`src/rtl/lrsc_pkg.sv`:
```
package lrsc_pkg;
    typedef enum logic [0:0] {
        RSV_EMPTY = 1'b0,
        RSV_HELD  = 1'b1
    } rsv_state_e;
endpackage

```
`src/rtl/lrsc_match.sv`:
```
module lrsc_match #(
    parameter int ADDR_W     = 32,
    parameter int IGNORE_LSB = 0
) (
    input  logic [ADDR_W-1:0] lhs,
    input  logic [ADDR_W-1:0] rhs,
    output logic              same
);
    localparam logic [ADDR_W-1:0] LOW_ONES = ADDR_W'((64'd1 << IGNORE_LSB) - 64'd1);
    localparam logic [ADDR_W-1:0] KEEP     = ~LOW_ONES;

    always_comb begin
        same = ((lhs ^ rhs) & KEEP) == '0;
    end
endmodule

```
`src/rtl/lrsc_fsm.sv`:
```
module lrsc_fsm
    import lrsc_pkg::*;
#(
    parameter int ADDR_W = 32
) (
    input  logic              clk,
    input  logic              rst_n,
    input  logic              flush,
    input  logic              acquire,
    input  logic [ADDR_W-1:0] acq_addr,
    input  logic              drop,
    output logic              resv_valid,
    output logic [ADDR_W-1:0] resv_addr
);
    rsv_state_e        state_q, state_d;
    logic [ADDR_W-1:0] addr_q, addr_d;

    // state register
    always_ff @(posedge clk) begin
        if (!rst_n) begin
            state_q <= RSV_EMPTY;
            addr_q  <= '0;
        end else begin
            state_q <= state_d;
            addr_q  <= addr_d;
        end
    end

    // transitions: flush first, then acquire/renew, then drop
    always_comb begin
        state_d = state_q;
        addr_d  = addr_q;
        unique case (state_q)
            RSV_EMPTY: begin
                if (!flush && acquire) begin      // T_ACQUIRE
                    state_d = RSV_HELD;
                    addr_d  = acq_addr;
                end
            end
            RSV_HELD: begin
                if (flush) begin                  // T_FLUSH
                    state_d = RSV_EMPTY;
                end else if (acquire) begin       // T_RENEW
                    addr_d  = acq_addr;
                end else if (drop) begin          // T_CONSUME / T_SNOOP_KILL
                    state_d = RSV_EMPTY;
                end
            end
        endcase
    end

    // outputs
    always_comb begin
        resv_valid = (state_q == RSV_HELD);
        resv_addr  = addr_q;
    end

    assert_flush_wins_R8: assert property (@(posedge clk) disable iff (!rst_n)
        flush |=> !resv_valid);

    assert_acquire_R2: assert property (@(posedge clk) disable iff (!rst_n)
        (acquire && !flush) |=> (resv_valid && resv_addr == $past(acq_addr)));

    assert_drop_R5: assert property (@(posedge clk) disable iff (!rst_n)
        (drop && !acquire) |=> !resv_valid);
endmodule

```
`src/rtl/lrsc_monitor.sv`:
```
module lrsc_monitor #(
    parameter int ADDR_W     = 32,
    parameter int WORD_BYTES = 4
) (
    input  logic              clk,
    input  logic              rst_n,
    input  logic              ld_valid,
    input  logic              ld_reserve,
    input  logic [ADDR_W-1:0] ld_addr,
    input  logic              st_valid,
    input  logic              st_cond,
    input  logic [ADDR_W-1:0] st_addr,
    input  logic              flush,
    output logic              st_write_en,
    output logic              sc_flag,
    output logic              resv_valid,
    output logic [ADDR_W-1:0] resv_addr
);
    localparam int OFFS_W = $clog2(WORD_BYTES);

    logic exact_hit, word_hit;
    logic lr_fire, sc_fire, plain_fire;
    logic sc_ok, kill;

    lrsc_match #(.ADDR_W(ADDR_W), .IGNORE_LSB(0)) u_exact (
        .lhs(st_addr), .rhs(resv_addr), .same(exact_hit));

    lrsc_match #(.ADDR_W(ADDR_W), .IGNORE_LSB(OFFS_W)) u_word (
        .lhs(st_addr), .rhs(resv_addr), .same(word_hit));

    always_comb begin
        lr_fire     = ld_valid && ld_reserve;
        sc_fire     = st_valid && st_cond;
        plain_fire  = st_valid && !st_cond;
        sc_ok       = sc_fire && resv_valid && exact_hit;
        kill        = sc_fire || (plain_fire && word_hit);
        st_write_en = plain_fire || sc_ok;
    end

    lrsc_fsm #(.ADDR_W(ADDR_W)) u_fsm (
        .clk       (clk),
        .rst_n     (rst_n),
        .flush     (flush),
        .acquire   (lr_fire),
        .acq_addr  (ld_addr),
        .drop      (kill),
        .resv_valid(resv_valid),
        .resv_addr (resv_addr)
    );

    always_ff @(posedge clk) begin
        if (!rst_n)       sc_flag <= 1'b0;
        else if (sc_fire) sc_flag <= sc_ok;
    end

    assert_sc_gate_R4: assert property (@(posedge clk) disable iff (!rst_n)
        (st_valid && st_cond && !resv_valid) |-> !st_write_en);

    assert_plain_we_R4: assert property (@(posedge clk) disable iff (!rst_n)
        (st_valid && !st_cond) |-> st_write_en);

    assert_flag_R3: assert property (@(posedge clk) disable iff (!rst_n)
        (st_valid && st_cond) |=> (sc_flag == $past(st_write_en)));

    assert_flag_hold_R9: assert property (@(posedge clk) disable iff (!rst_n)
        !(st_valid && st_cond) |=> $stable(sc_flag));

    assert_sc_clears_R5: assert property (@(posedge clk) disable iff (!rst_n)
        (st_valid && st_cond && !(ld_valid && ld_reserve)) |=> !resv_valid);
endmodule

```
`config.mk`:
```
export PLATFORM = sky130hd
export DESIGN_NAME = lrsc_monitor
export DESIGN_NICKNAME = d
export VERILOG_FILES = /design/src/rtl/lrsc_pkg.sv /design/src/rtl/lrsc_match.sv /design/src/rtl/lrsc_fsm.sv /design/src/rtl/lrsc_monitor.sv
export SDC_FILE = /design/constraint.sdc
export NUM_CORES = 1
export LEC_CHECK = 0
export ABC_AREA = 1
export BUFFER_PORTS_ARGS = -buffer_cell sky130_fd_sc_hd__clkbuf_2
export CAP_MARGIN = 20
export CORE_UTILIZATION = 50
export DETAILED_ROUTE_END_ITERATION = 8
export PLACE_DENSITY = 0.9
export SKIP_LAST_GASP = 1
export SLEW_MARGIN = 40
export SYNTH_ARGS = -nofsm -noshare
export SYNTH_HDL_FRONTEND = slang
export SYNTH_HIERARCHICAL = 1
export SYNTH_SLANG_ARGS = --single-unit
```
`constraint.sdc`:
```
create_clock -name clk -period 1.6 [get_ports clk]
set_clock_uncertainty 0.2 [all_clocks]
set_input_delay 0.32 -clock clk [delete_from_list [all_inputs] [get_ports clk]]
set_output_delay 0.32 -clock clk [all_outputs]
set_load 0.02 [all_outputs]
```
==> metrics.yaml, run 1 <==
run_status:
  outcome: "complete, but fails checks"
  violations: "setup timing"
placed_design:
  globalplace.congestion: 0.782
  dp.final_hpwl_um: 6070
  io_buffers: 105
sta:
  period_minus_slack_ns: 2.20
  tns_ns: -0.784
  finalHoldViolCount: 0
  setup_violations: 3
  tightest_slew_ns: 0.208
  rsz0062_at_grt: "yes"
  max_freq_mhz: 454
  max_slew_margin_pct: 86.1
  setup_ws_ns: -0.601
  fin_crit_sh_pct: 138
  slew_viol_final: 0
synth:
  synth_seq_area_share_pct: 24.6
  syn-num-nets: 630
  synth_seq_cells: 34
  synth.area.top_cells: "nand2_1 26%, dfxtp_1 25%, nor2_1 19%"
  ys_warn_count: 6
  synth.avg_cell_area_um2: 4.95
  syn_inst: 559
  netlist.area_leader.share_pct: 26.5
  yosys.area.top_type: "nand2_1"
  synth_cell_types: 14
  synth_area_um2: 2770
setup_path:
  required_ns: 1.08
  cp_max_fo: 3
  critical_path_class: "register to primary output"
  worst-r2r-setup-slack_ns: -0.16
  r2r_cells: 14
  reg2reg_from: "u_fsm/resv_addr[29]"
  crit_path_end_kind: "primary output"
  worstPathArrival_ns: 1.68
  r2r-end: "u_fsm/resv_valid"
  crit_path_start_kind: "register"
  endpoint: "st_write_en"
  setup.worst_path.start: "u_fsm/resv_addr[29]"
global_routing:
  grt_max_degree: 35
  grt_pass1_vias: 3396
  grt_usage_pct: 27.7
  grt_pass1_wl_um: 13300
  antenna_found_initial: 0
  overflow: 0
clock_tree:
  cts_buffers: 5
  cts_tree: "done"
  clockBufferDepth: 2
  path_clk_slew_ns: 0.07
  htree_levels: 2
  clk_latency_ns: 0.28
  root_buffer: "clkbuf_8"
  cts.sinks: 34
drt:
  ant_nets: 0
  drcViolationCount: 0
  wl_um: 7710
  drtIter0Drc: 128
  routed-via-count: 3488
  viasPerCell: 4.44
  drt_first_pass_iters: 4
  wl_per_cell_um: 9.81
floorplan:
  rows: 26
  dieHeight_um: 76.4
  ioPinCount: 106
  core_region_area_um2: 5200
  start_util_pct: 53.1
  dieArea_um2: 5830
  die_w_um: 76.4
cells_and_area:
  drive_gt1_share_pct: 31.4
  nets: 787
  finish.utilization_pct: 77.7
  register_area_um2: 791
  nFillCells: 424
  diodes: 0
  multiInputGateArea_um2: 1550
  syn2layout_area_growth_pct: 46.3
pwr:
  ir_drop_mv: 0.467
  p_per_area_nw_per_um2: 560
  leakage_nw: 2.51
worst_hold_path:
  hold_path.class: "primary input to register"
run:
  cap_violations: 0
-- where the power goes --
part / internal, W / leakage (nW) / switching (W)
logic: 0.000341 / 2.17 / 0.000415
registers: 0.000871 / 0.300 / 0.0000395
clock network: 0.000300 / 0.0383 / 0.000300
total: 0.00151 / 2.51 / 0.000755
-- flip-flops by register name (all words and copies together), names as in the netlist --
register,flops
sc_flag,1
u_fsm/resv_addr,32
u_fsm/resv_valid,1
-- layer usage --
metal	share of wire, %	vias up	GRT usage [%]
li1	-	1885	-
met1	42	1507	30.1
met2	52	87	52.9
met3	4.5	9	5.03
met4	1.2	0	9.81
met5	0	-	0
-- synth_stat cells (all sizes together) --
cell type,n
a21oi,2
buf,14
dfxtp,34
inv,135
nand2,195
nand3,32
nor2,141
xnor2,2
xor2,4
-- cell families (layout without fill, tap and decap cells) --
group	after synthesis	after routing	share of synthesized area (%)
DFF	34	34	24.6
buffers and inverters	149	306	21.5
AOI/OAI and AO/OA	2	2	0.362
xor gates and xnor gates	6	6	1.90
and+or+nand+nor	368	368	51.7
-- what timing repair did --
item,in CTS,in global routing
hold buffers,0,0
setup buffers,5,2
resized for setup,17,15
endpoints found under the setup margin,3,4
pin swaps,34,13
-- worst max-delay path: stages, from the launching register on --
cell     delay (ns)
dfxtp_4        0.37
nand2_2        0.05
inv_2          0.07
nor2_4         0.04
nor2_2         0.07
nand2_1        0.07
nor2_2         0.12
nand2_1        0.07
nor2_2         0.13
nand2_2        0.09
a21oi_4        0.18
buf_8          0.13
-- placed cells by master (no fill, tap or decap), drive strengths merged --
cell type,n
xor2,4
a21oi,2
nand3,32
inv,135
buf,61
nand2,195
xnor2,2
dfxtp,34
nor2,141
clkbuf,110
-- cell type report --
class	count	area share, %
repair buffers	164	25.5
multi-input cells	376	38.3
flip-flops and latches	34	19.5
inverters	135	12.5
clock buffers	7	1.89
well taps	70	2.16
-- metrics by stage --
stage / cells / instance area (µm²) / hold WS [ns] / power (W) / setup WS [ns]
global placement: 773 / 3850 / 0.287 / 0.00162 / -0.414
floorplan: 559 / 2890 / 0.240 / 0.00133 / -0.115
CTS: 785 / 4000 / 0.117 / 0.00227 / -0.619
detailed placement: 773 / 3850 / 0.293 / 0.00165 / -0.427
finish: 786 / 4050 / 0.124 / 0.00227 / -0.601
global route: 786 / 4050 / 0.130 / 0.00242 / -0.750
-- how the worst min path moves through the flow --
stage                                    from  slack [ns]                   to  cells past startpoint
after floorplan                         rst_n        0.24              sc_flag                      2
after global placement    u_fsm/resv_addr[15]        0.29  u_fsm/resv_addr[15]                      2
after detailed placement  u_fsm/resv_addr[15]        0.29  u_fsm/resv_addr[15]                      2
after CTS                          ld_addr[4]        0.12   u_fsm/resv_addr[4]                      5
after global routing              ld_addr[10]        0.13  u_fsm/resv_addr[10]                      5
final                             ld_addr[12]        0.12  u_fsm/resv_addr[12]                      5
Note: power is estimated with default switching activity, not from simulation.
==> inputs of run 2 (changes only) <==
CELL_PAD_IN_SITES_DETAIL_PLACEMENT = 0   (was default)
CELL_PAD_IN_SITES_GLOBAL_PLACEMENT = 1   (was default)
CORE_UTILIZATION = 31   (was 50)
==> run 2 against run 1 <==
  * The run still ends with setup timing left
  * Sequential power hardly changed
  * Clock-buffer cell count is 1 lower
  * Worst hold slack worse by 0.0061 ns
  * Final area is 3.0% higher
  * Via count is 1.3% lower
  * Wire length is 3.4% higher
  * Core utilization is 30 points lower
  * Worst setup slack better by 0.0021 ns
  * Total power is 1.7% higher
  * Combinational power is 2% higher
  * Critical path type unchanged
  * Critical endpoint unchanged
==> metrics.yaml, run 2 (synthesis results as in run 1) <==
cells_and_area:
  register_area_um2: 791  # unchanged
  nets: 792  # +0.64%
  nFillCells: 948  # +120%
  fin_area_um2: 4170  # +3.0%
  mostFrequentLayoutCell: "nand2_1"
  largest_register_ff_count: 32  # unchanged
  multiInputGateArea_um2: 1580  # +1.8%
  mostFrequentLayoutCells: "189 x nand2_1, 127 x inv_1, 121 x nor2_1, 104 x clkbuf_2, 55 x buf_4"
  syn2layout_area_growth_pct: 50.7
  diodes: 0  # unchanged
  drive_gt1_share_pct: 33.7  # +2.2 points
run:
  cap_violations: 0  # unchanged
floorplan:
  core_region_area_um2: 8680  # +67%
  dieHeight_um: 96.5  # +26%
  die_w_um: 96.5  # +26%
  dieArea_um2: 9310  # +60%
  rows: 34  # +31%
  start_util_pct: 31.9  # -21 points
  ioPinCount: 106  # unchanged
sta:
  setup_ws_ns: -0.599  # +0.00211 ns
  max_freq_mhz: 455  # about the same
  rsz0062_at_grt: "yes"
  slew_viol_final: 0  # unchanged
  finalHoldViolCount: 0  # unchanged
  max_slew_margin_pct: 88.3  # +2.2 points
  tightest_slew_ns: 0.175  # -0.0330 ns
  fin_crit_sh_pct: 137  # about the same
  period_minus_slack_ns: 2.20  # -0.00211 ns
  setup_violations: 3  # unchanged
global_routing:
  grt_max_degree: 35  # unchanged
  antenna_found_initial: 0  # unchanged
  grt_pass1_wl_um: 12600  # -5.3%
  overflow: 0  # unchanged
  grt_pass1_vias: 3041  # -10%
  grt_usage_pct: 17.5  # -10 points
placed_design:
  io_buffers: 105  # unchanged
  place_ws_ns: -0.494  # -0.0661 ns
  globalplace.congestion: 0.790  # +1.1%
  dp.final_hpwl_um: 6170  # +1.6%
  place_area_um2: 3940  # +2.4%
clock_tree:
  path_clk_slew_ns: 0.08  # about the same
  clockBufferDepth: 2  # unchanged
  root_buffer: "clkbuf_8"
  cts_buffers: 5  # unchanged
  cts_hold_buf: 0  # unchanged
  clk_latency_ns: 0.29  # about the same
  cts_tree: "done"
  htree_levels: 2  # unchanged
  cts.sinks: 34  # unchanged
drt:
  drtIter0Drc: 76  # -41%
  drt_first_pass_iters: 4  # unchanged
  wl_per_cell_um: 9.61  # -2.1%
  routed-via-count: 3442  # -1.3%
  drcViolationCount: 0  # unchanged
  wl_um: 7980  # +3.4%
  viasPerCell: 4.15  # -6.6%
  ant_nets: 0  # unchanged
setup_path:
  required_ns: 1.08  # about the same
  worst-r2r-setup-slack_ns: -0.14  # +0.02 ns
  worstPathArrival_ns: 1.68  # about the same
  crit_path_start_kind: "register"
  cp_max_fo: 4  # +1
  crit_path_end_kind: "primary output"
  critical_path_class: "register to primary output"
run_status:
  violations: "setup timing"
  outcome: "complete, but fails checks"
pwr:
  ir_drop_mv: 0.346  # -26%
  p_per_area_nw_per_um2: 553  # -1.3%
  leakage_nw: 2.54  # +1.1%
worst_hold_path:
  hold_path.class: "primary input to register"
## run 2: path summary, 6_finish.rpt
check,from,cells past startpoint,to
worst max-delay path,u_fsm/resv_addr[18],11,st_write_en
worst min register to register,u_fsm/resv_addr[14],2,u_fsm/resv_addr[14]
worst max register to register,u_fsm/resv_addr[31],13,u_fsm/resv_valid
worst min-delay path,ld_addr[9],5,u_fsm/resv_addr[9]
## run 2: layer usage
metal / GRT usage [%] / vias to the layer above / part of all wire [%]
met1: 20.7 / 1472 / 44
met2: 31.6 / 65 / 50
li1: - / 1894 / -
met5: 0 / - / 0
met4: 5.15 / 0 / 1.5
met3: 3.60 / 11 / 4.5
## run 2: where the power goes
group | internal (W) | switching [W] | total [W]
registers | 0.000870 | 0.0000391 | 0.000909
logic | 0.000353 | 0.000421 | 0.000774
clock network | 0.000300 | 0.000323 | 0.000623
total | 0.00152 | 0.000783 | 0.00231
## run 2: final cells by class
type	instances	area share [%]
clock buffer	6	1.74
sequential	34	19.0
clock inverter	2	0.210
multi-input combinational	376	37.9
tap	108	3.24
inverter	135	12.2
timing repair buffer	169	25.8
## run 2: metrics by stage
step                hold slack (ns)  total power [W]  std cells  TNS, ns  util [%]
finish                        0.117          0.00231        830   -0.884      48.0
floorplan                     0.240          0.00133        559   -0.115         -
global route                  0.123          0.00250        830    -1.32      48.0
global placement              0.264          0.00165        817   -0.717      45.4
CTS                           0.106          0.00232        826   -0.859      46.7
detailed placement            0.282          0.00167        817   -0.751      45.4
## run 2: what timing repair did
action,4_1_cts,5_1_grt
pin swaps,14,44
buffers inserted,1,5
endpoints found under the setup margin,3,3
resized for setup,8,35
## run 2: critical path, cell delays in order (launching register included)
cell and delay (ns):
dfxtp_4 0.38, nand2_2 0.05, inv_2 0.04, nor2_1 0.03, nor2_1 0.08, nand2_1 0.09, nor2_2 0.13, nand2_1 0.07
nor2_2 0.13, nand2_2 0.09, a21oi_4 0.18, buf_8 0.13
